`config.mk`:
```
export PLATFORM = sky130hd
export DESIGN_NAME = pmic_power_ctrl
export DESIGN_NICKNAME = d
export VERILOG_FILES = /design/src/rtl/pmic_pkg.sv /design/src/rtl/pmic_wake_sync.sv /design/src/rtl/pmic_rail_ctrl.sv /design/src/rtl/pmic_power_ctrl.sv
export SDC_FILE = /design/constraint.sdc
export NUM_CORES = 1
export LEC_CHECK = 0
export CORE_ASPECT_RATIO = 1.75
export CORE_MARGIN = 4
export CORE_UTILIZATION = 33
export DETAILED_ROUTE_END_ITERATION = 12
export GPL_ROUTABILITY_DRIVEN = 1
export PLACE_DENSITY = 0.81
export SKIP_CTS_REPAIR_TIMING = 1
export SLEW_MARGIN = 20
export SYNTH_ARGS = -nofsm -noshare
export SYNTH_HDL_FRONTEND = slang
export SYNTH_HIERARCHICAL = 1
export SYNTH_SLANG_ARGS = --single-unit
```
`constraint.sdc`:
```
create_clock -name clk -period 1.9 [get_ports clk]
set_clock_uncertainty 0.2 [all_clocks]
set_input_delay 0.285 -clock clk [delete_from_list [all_inputs] [get_ports clk]]
set_output_delay 0.285 -clock clk [all_outputs]
set_load 0.02 [all_outputs]
```
`src/rtl/pmic_pkg.sv`:
```
package pmic_pkg;

  // Polarity 1 means active-low, 0 means active-high.
  function automatic logic wake_hit(input logic en, input logic pol, input logic lvl);
    return en & (lvl ^ pol);
  endfunction

  // Bits the control word keeps: ownership bit plus enables and polarities.
  function automatic logic [31:0] ctrl_keep_mask(input int num_wake, input int own_bit);
    logic [31:0] m;
    m = '0;
    m[own_bit] = 1'b1;
    for (int i = 0; i < 2 * num_wake; i++) m[i] = 1'b1;
    return m;
  endfunction

endpackage

```
`src/rtl/pmic_wake_sync.sv`:
```
module pmic_wake_sync #(
  parameter int NUM_WAKE    = 4,
  parameter int SYNC_STAGES = 2
) (
  input  logic                clk,
  input  logic                rst_n,
  input  logic [NUM_WAKE-1:0] pins,
  input  logic [NUM_WAKE-1:0] en,
  input  logic [NUM_WAKE-1:0] pol,
  output logic                wake_evt
);
  import pmic_pkg::*;

  logic [NUM_WAKE-1:0] pin_sync;
  logic [NUM_WAKE-1:0] hit;

  for (genvar g = 0; g < NUM_WAKE; g++) begin : g_in
    logic [SYNC_STAGES-1:0] chain;
    always_ff @(posedge clk or negedge rst_n) begin
      if (!rst_n) chain <= '0;
      else        chain <= {chain[SYNC_STAGES-2:0], pins[g]};
    end
    assign pin_sync[g] = chain[SYNC_STAGES-1];
    assign hit[g]      = wake_hit(en[g], pol[g], pin_sync[g]);
  end

  assign wake_evt = |hit;

  AST_WAKE_NEEDS_ENABLE: assert property (@(posedge clk) disable iff (!rst_n)
    wake_evt |-> (|en));

endmodule

```
`src/rtl/pmic_rail_ctrl.sv`:
```
module pmic_rail_ctrl (
  input  logic clk,
  input  logic rst_n,
  input  logic own,
  input  logic alm_match,
  input  logic alm_en,
  input  logic flag_clr,
  input  logic wake_evt,
  output logic trig,
  output logic pwr_en,
  output logic flag
);

  logic alm_hit;
  logic off_q;

  assign alm_hit = alm_match & alm_en;
  assign trig    = alm_hit & own;

  always_ff @(posedge clk or negedge rst_n) begin
    if (!rst_n)        off_q <= 1'b0;
    else if (!own)     off_q <= 1'b0;
    else if (trig)     off_q <= 1'b1;
    else if (wake_evt) off_q <= 1'b0;
  end

  assign pwr_en = ~(off_q & own);

  always_ff @(posedge clk or negedge rst_n) begin
    if (!rst_n)        flag <= 1'b0;
    else if (alm_hit)  flag <= 1'b1;
    else if (flag_clr) flag <= 1'b0;
  end

  AST_FLAG_SET: assert property (@(posedge clk) disable iff (!rst_n)
    alm_hit |=> flag);
  AST_FLAG_CLEAR: assert property (@(posedge clk) disable iff (!rst_n)
    (flag_clr && !alm_hit) |=> !flag);
  AST_WAKE_RESTORE: assert property (@(posedge clk) disable iff (!rst_n)
    (!pwr_en && wake_evt && !trig) |=> pwr_en);

endmodule

```
`src/rtl/pmic_power_ctrl.sv`:
```
module pmic_power_ctrl #(
  parameter int NUM_WAKE    = 4,
  parameter int SYNC_STAGES = 2,
  parameter int CTRL_W      = 32,
  parameter int OWN_BIT     = 16
) (
  input  logic                clk,
  input  logic                rst_n,
  input  logic                ctrl_we,
  input  logic [CTRL_W-1:0]   ctrl_wdata,
  output logic [CTRL_W-1:0]   ctrl_q,
  input  logic                alm2_match,
  input  logic                alm2_en,
  input  logic                alm2_clr,
  input  logic [NUM_WAKE-1:0] wake_pins,
  output logic                pwr_en,
  output logic                wake_evt,
  output logic                alm2_flag
);
  import pmic_pkg::*;

  localparam int POL_LSB = NUM_WAKE;
  localparam logic [31:0] KEEP = ctrl_keep_mask(NUM_WAKE, OWN_BIT);

  logic [CTRL_W-1:0] ctrl_r;
  logic              trig;

  always_ff @(posedge clk or negedge rst_n) begin
    if (!rst_n)       ctrl_r <= '0;
    else if (ctrl_we) ctrl_r <= ctrl_wdata & KEEP[CTRL_W-1:0];
  end
  assign ctrl_q = ctrl_r;

  pmic_wake_sync #(.NUM_WAKE(NUM_WAKE), .SYNC_STAGES(SYNC_STAGES)) u_wake (
    .clk      (clk),
    .rst_n    (rst_n),
    .pins     (wake_pins),
    .en       (ctrl_r[NUM_WAKE-1:0]),
    .pol      (ctrl_r[POL_LSB +: NUM_WAKE]),
    .wake_evt (wake_evt)
  );

  pmic_rail_ctrl u_rail (
    .clk       (clk),
    .rst_n     (rst_n),
    .own       (ctrl_r[OWN_BIT]),
    .alm_match (alm2_match),
    .alm_en    (alm2_en),
    .flag_clr  (alm2_clr),
    .wake_evt  (wake_evt),
    .trig      (trig),
    .pwr_en    (pwr_en),
    .flag      (alm2_flag)
  );

  AST_ALARM_OFF: assert property (@(posedge clk) disable iff (!rst_n)
    (trig && !ctrl_we) |=> !pwr_en);
  AST_HOLD_OFF: assert property (@(posedge clk) disable iff (!rst_n)
    (!pwr_en && !wake_evt && !ctrl_we) |=> !pwr_en);
  AST_NOT_OWNED_ON: assert property (@(posedge clk) disable iff (!rst_n)
    !ctrl_q[OWN_BIT] |-> pwr_en);
  AST_CTRL_WRITE: assert property (@(posedge clk) disable iff (!rst_n)
    ctrl_we |=> (ctrl_q == ($past(ctrl_wdata) & KEEP[CTRL_W-1:0])));

endmodule

```
[After elaboration in Yosys (flattened, before gate mapping)]
Cells that the tools add are included.
Storage, ports and cells
  flip-flop bits (word level): 19
  bits of input ports: 42
  output and inout port bits: 35
  logic and storage cells: 27
Operators by class
  equality and inequality tests: 1
  mux-type cells: 5
  bitwise logic cells: 12
  reductions and logical operators: 2
Operators with widths (count)
  1-bit AND: 7
  1-bit 2-to-1 mux: 5
  4-bit OR reduction: 1
  1-bit bitwise XOR: 4
  3-bit by 2-bit inequality test with 1-bit output, second input constant: 1
  2-bit nonzero test: 1
  1-bit inverter: 1

[Logic depth before layout (Yosys ltp)]
  depth in word-level cells: 6
  gate-level depth with buffers: 5
  depth with buffers taken out: 5

[Modules after synthesis]
Netlist, hierarchy kept.
Modules (own cells, without submodules)
  pmic_power_ctrl: instances 1, cells an instance 43, area an instance 548.0 um^2, seq. area each 225.2 um^2
  pmic_wake_sync: instances 1, cells an instance 15, area an instance 254.0 um^2, seq. area each 200.2 um^2
  pmic_rail_ctrl: instances 1, cells an instance 9, area an instance 86.3 um^2, seq. area each 50.0 um^2

[Worst setup path before layout]
OpenSTA, ideal clock, no wires.
  path kind: reg-to-reg
  from: reg ctrl_r[4], in the netlist ctrl_q[4]
  to: reg u_rail.off_q
  setup time: 78 ps
  data arrival time: 1281 ps
  required time: 1622 ps
  slack: 341 ps
  stages on the path, launching flop included: 6
  path buffers: 0
  period minus slack after synthesis: 1559 ps
  cells stage by stage: dfrtp_1 -> xor2_1 -> a22oi_1 -> nand2_1 -> nand2b_1 -> a21boi_1
On the way
  word-level cells in the longest chain between the ends: 4
Ends and longest elaborated chain
  from (decl): RTL line pmic_power_ctrl.sv:25  | logic [CTRL_W-1:0] ctrl_r;
  from (signal assigned): RTL line pmic_power_ctrl.sv:30  | else if (ctrl_we) ctrl_r <= ctrl_wdata & KEEP[CTRL_W-1:0];
  1-bit bitwise XOR: RTL line pmic_pkg.sv:5  | return en & (lvl ^ pol);
  1-bit AND: RTL line pmic_pkg.sv:5
  4-bit OR reduction: RTL line pmic_wake_sync.sv:27  | assign wake_evt = |hit;
  net wake_evt: RTL line pmic_power_ctrl.sv:17  | output logic wake_evt,
  3-bit by 2-bit inequality test with 1-bit output (no line)
  to (signal assigned): RTL line pmic_rail_ctrl.sv:21  | if (!rst_n) off_q <= 1'b0;
  to (signal assigned): RTL line pmic_rail_ctrl.sv:22  | else if (!own) off_q <= 1'b0;
  to (signal assigned): RTL line pmic_rail_ctrl.sv:23  | else if (trig) off_q <= 1'b1;
  to (decl): RTL line pmic_rail_ctrl.sv:15  | logic off_q;
The timed path passes the listed nets, and every way through them passes these cells.
A chain may end at the register's enable or synchronous reset.

[Worst setup path in the final report]
  from: reg ctrl_r[4], in the netlist ctrl_q[4]
  to: out ctrl_q[4]
RTL lines
  to (decl): RTL line pmic_power_ctrl.sv:11  | output logic [CTRL_W-1:0] ctrl_q,
No word-level cell between the ends.

==> metrics.yaml <==
outcome: "complete, no violations"
rsz0062_at_grt: "no"
endpoint_kind: "output pin"
r2r-start: "ctrl_q[7]"
num_antenna_cells: 0
drive_gt1_share_pct: 16.5
yosysWarnings: 6
numCtsBuffers: 3
leakagePower_nw: 0.580
dpl.hpwl_um: 1400
htreeDepth: 1
path_max_fanout: 2
grt_overflow: 0
powerDensity_nw_per_um2: 819
r2r_cells: 5
critPathLaunch: "ctrl_q[4]"
syn_area_um2: 882
die-area_um2: 3600
fin_util_pct: 47.5
synth_cells: 66
final_max_slew_viol_count: 0
io-pin-count: 77
syn_avg_cell_area_um2: 13.4
portBuffers: 30
clockBufferDepth: 2
setup_viol_count_final: 0
die_x_um: 47.1
r2r-end: "u_rail/off_q"
grt_max_degree: 20
grt_pass1_vias: 570
whs_ns: 0.149
drtPass1Iterations: 2
hold_class: "in -> async"
antenna_found_initial: 0
hold_violations: 0
rows: 24
r2r_slack_ns: 0.48
initial_core_util_pct: 35.0
period_needed_ns: 1.82
critPathRequiredTime_ns: 1.41
clkTransAtPathRegs_ns: 0.07
viasPerCell: 4.05
drc: 0
start_kind: "flip-flop"
grt_usage_pct: 10.4
endpoint: "ctrl_q[4]"
core_um2: 2520
clock_latency_ns: 0.25
drt_iter0_drc: 2
gp_congestion: 0.684
die_h_um: 76.4
tritoncts: "done"
cts_sinks: 19
area_growth_pct: 35.9
grt_pass1_wl_um: 2630
vias: 523
period_share_pct: 95.6
final_nets: 146
criticalPathCategory: "reg -> out"
ir_worst_vdd_mv: 0.494
clock-root-buffer: "clkbuf_8"
wl_per_cell_um: 12.9
wl_um: 1660
ant_nets: 0
drv_cap: 0
clock.fmax_ghz: 0.550
cp.arrival_ns: 1.33
worst min path at each step:
stage | startpoint | endpoint | slack, ns | cells after the start
after floorplan | rst_n | ctrl_q[0] | -0.21 | 0
after global placement | u_wake/g_in[0].chain[0] | u_wake/g_in[0].chain[1] | 0.13 | 0
after detailed placement | u_wake/g_in[0].chain[0] | u_wake/g_in[0].chain[1] | 0.13 | 0
after CTS | u_wake/g_in[0].chain[0] | u_wake/g_in[0].chain[1] | 0.15 | 0
after global routing | rst_n | ctrl_q[6] | 0.17 | 2
final | rst_n | u_wake/g_in[2].chain[0] | 0.15 | 2
per-layer routing:
layer	global-route usage [%]	wire, um	vias to the layer above
met5	0	0	-
met4	5.82	40	0
met3	2.36	214	5
met2	18.3	893	39
met1	10.0	515	240
li1	-	-	239
report_power, final:
group / internal (mW) / switching, mW
Combinational: 0.126 / 0.122
Clock: 0.149 / 0.128
Sequential: 0.436 / 0.0214
Total: 0.711 / 0.271
through the flow:
| step | setup WS, ns | total power, mW | std cells | area, um^2 | setup TNS, ns |
|---|---|---|---|---|---|
| 2_1_floorplan | 0.342 | 0.630 | 88 | 965 | 0 |
| 3_5_place_dp | 0.0372 | 0.716 | 125 | 1150 | 0 |
| 3_3_place_gp | 0.0567 | 0.707 | 125 | 1150 | 0 |
| 4_1_cts | -0.253 | 0.998 | 129 | 1200 | -0.253 |
| 5_1_grt | 0.0243 | 1.03 | 129 | 1200 | 0 |
| 6_report | 0.0834 | 0.982 | 129 | 1200 | 0 |
area by class of cell:
class	count	area [um^2]
tap	26	32.5
sequential	19	475
inverter	1	3.75
multi-input combinational	44	302
clock buffer	4	45.0
fill	259	1320
timing repair buffer	35	340
flip-flops by register name (all words and copies together) (netlist names):
name,cells
u_rail/flag,1
u_rail/off_q,1
ctrl_q,9
u_wake/g_in.chain,8
worst max-delay path, stage by stage (launching register included):
cell	delay, ns
dfrtp_1	0.37
buf_4	0.12
clkdlybuf4s50_1	0.59
cell usage in the layout, fill, tap and decap left out, drive strengths merged:
| master | count |
|---|---|
| a21boi | 1 |
| nand2 | 3 |
| mux2 | 9 |
| conb | 23 |
| a22oi | 2 |
| clkbuf | 4 |
| xor2 | 4 |
| dlymetal6s2s | 1 |
| inv | 1 |
| dfrtp | 19 |
| clkdlybuf4s50 | 29 |
| nand2b | 1 |
| o21ai | 1 |
| buf | 5 |
No activity file was read; power rests on OpenSTA's default activity.
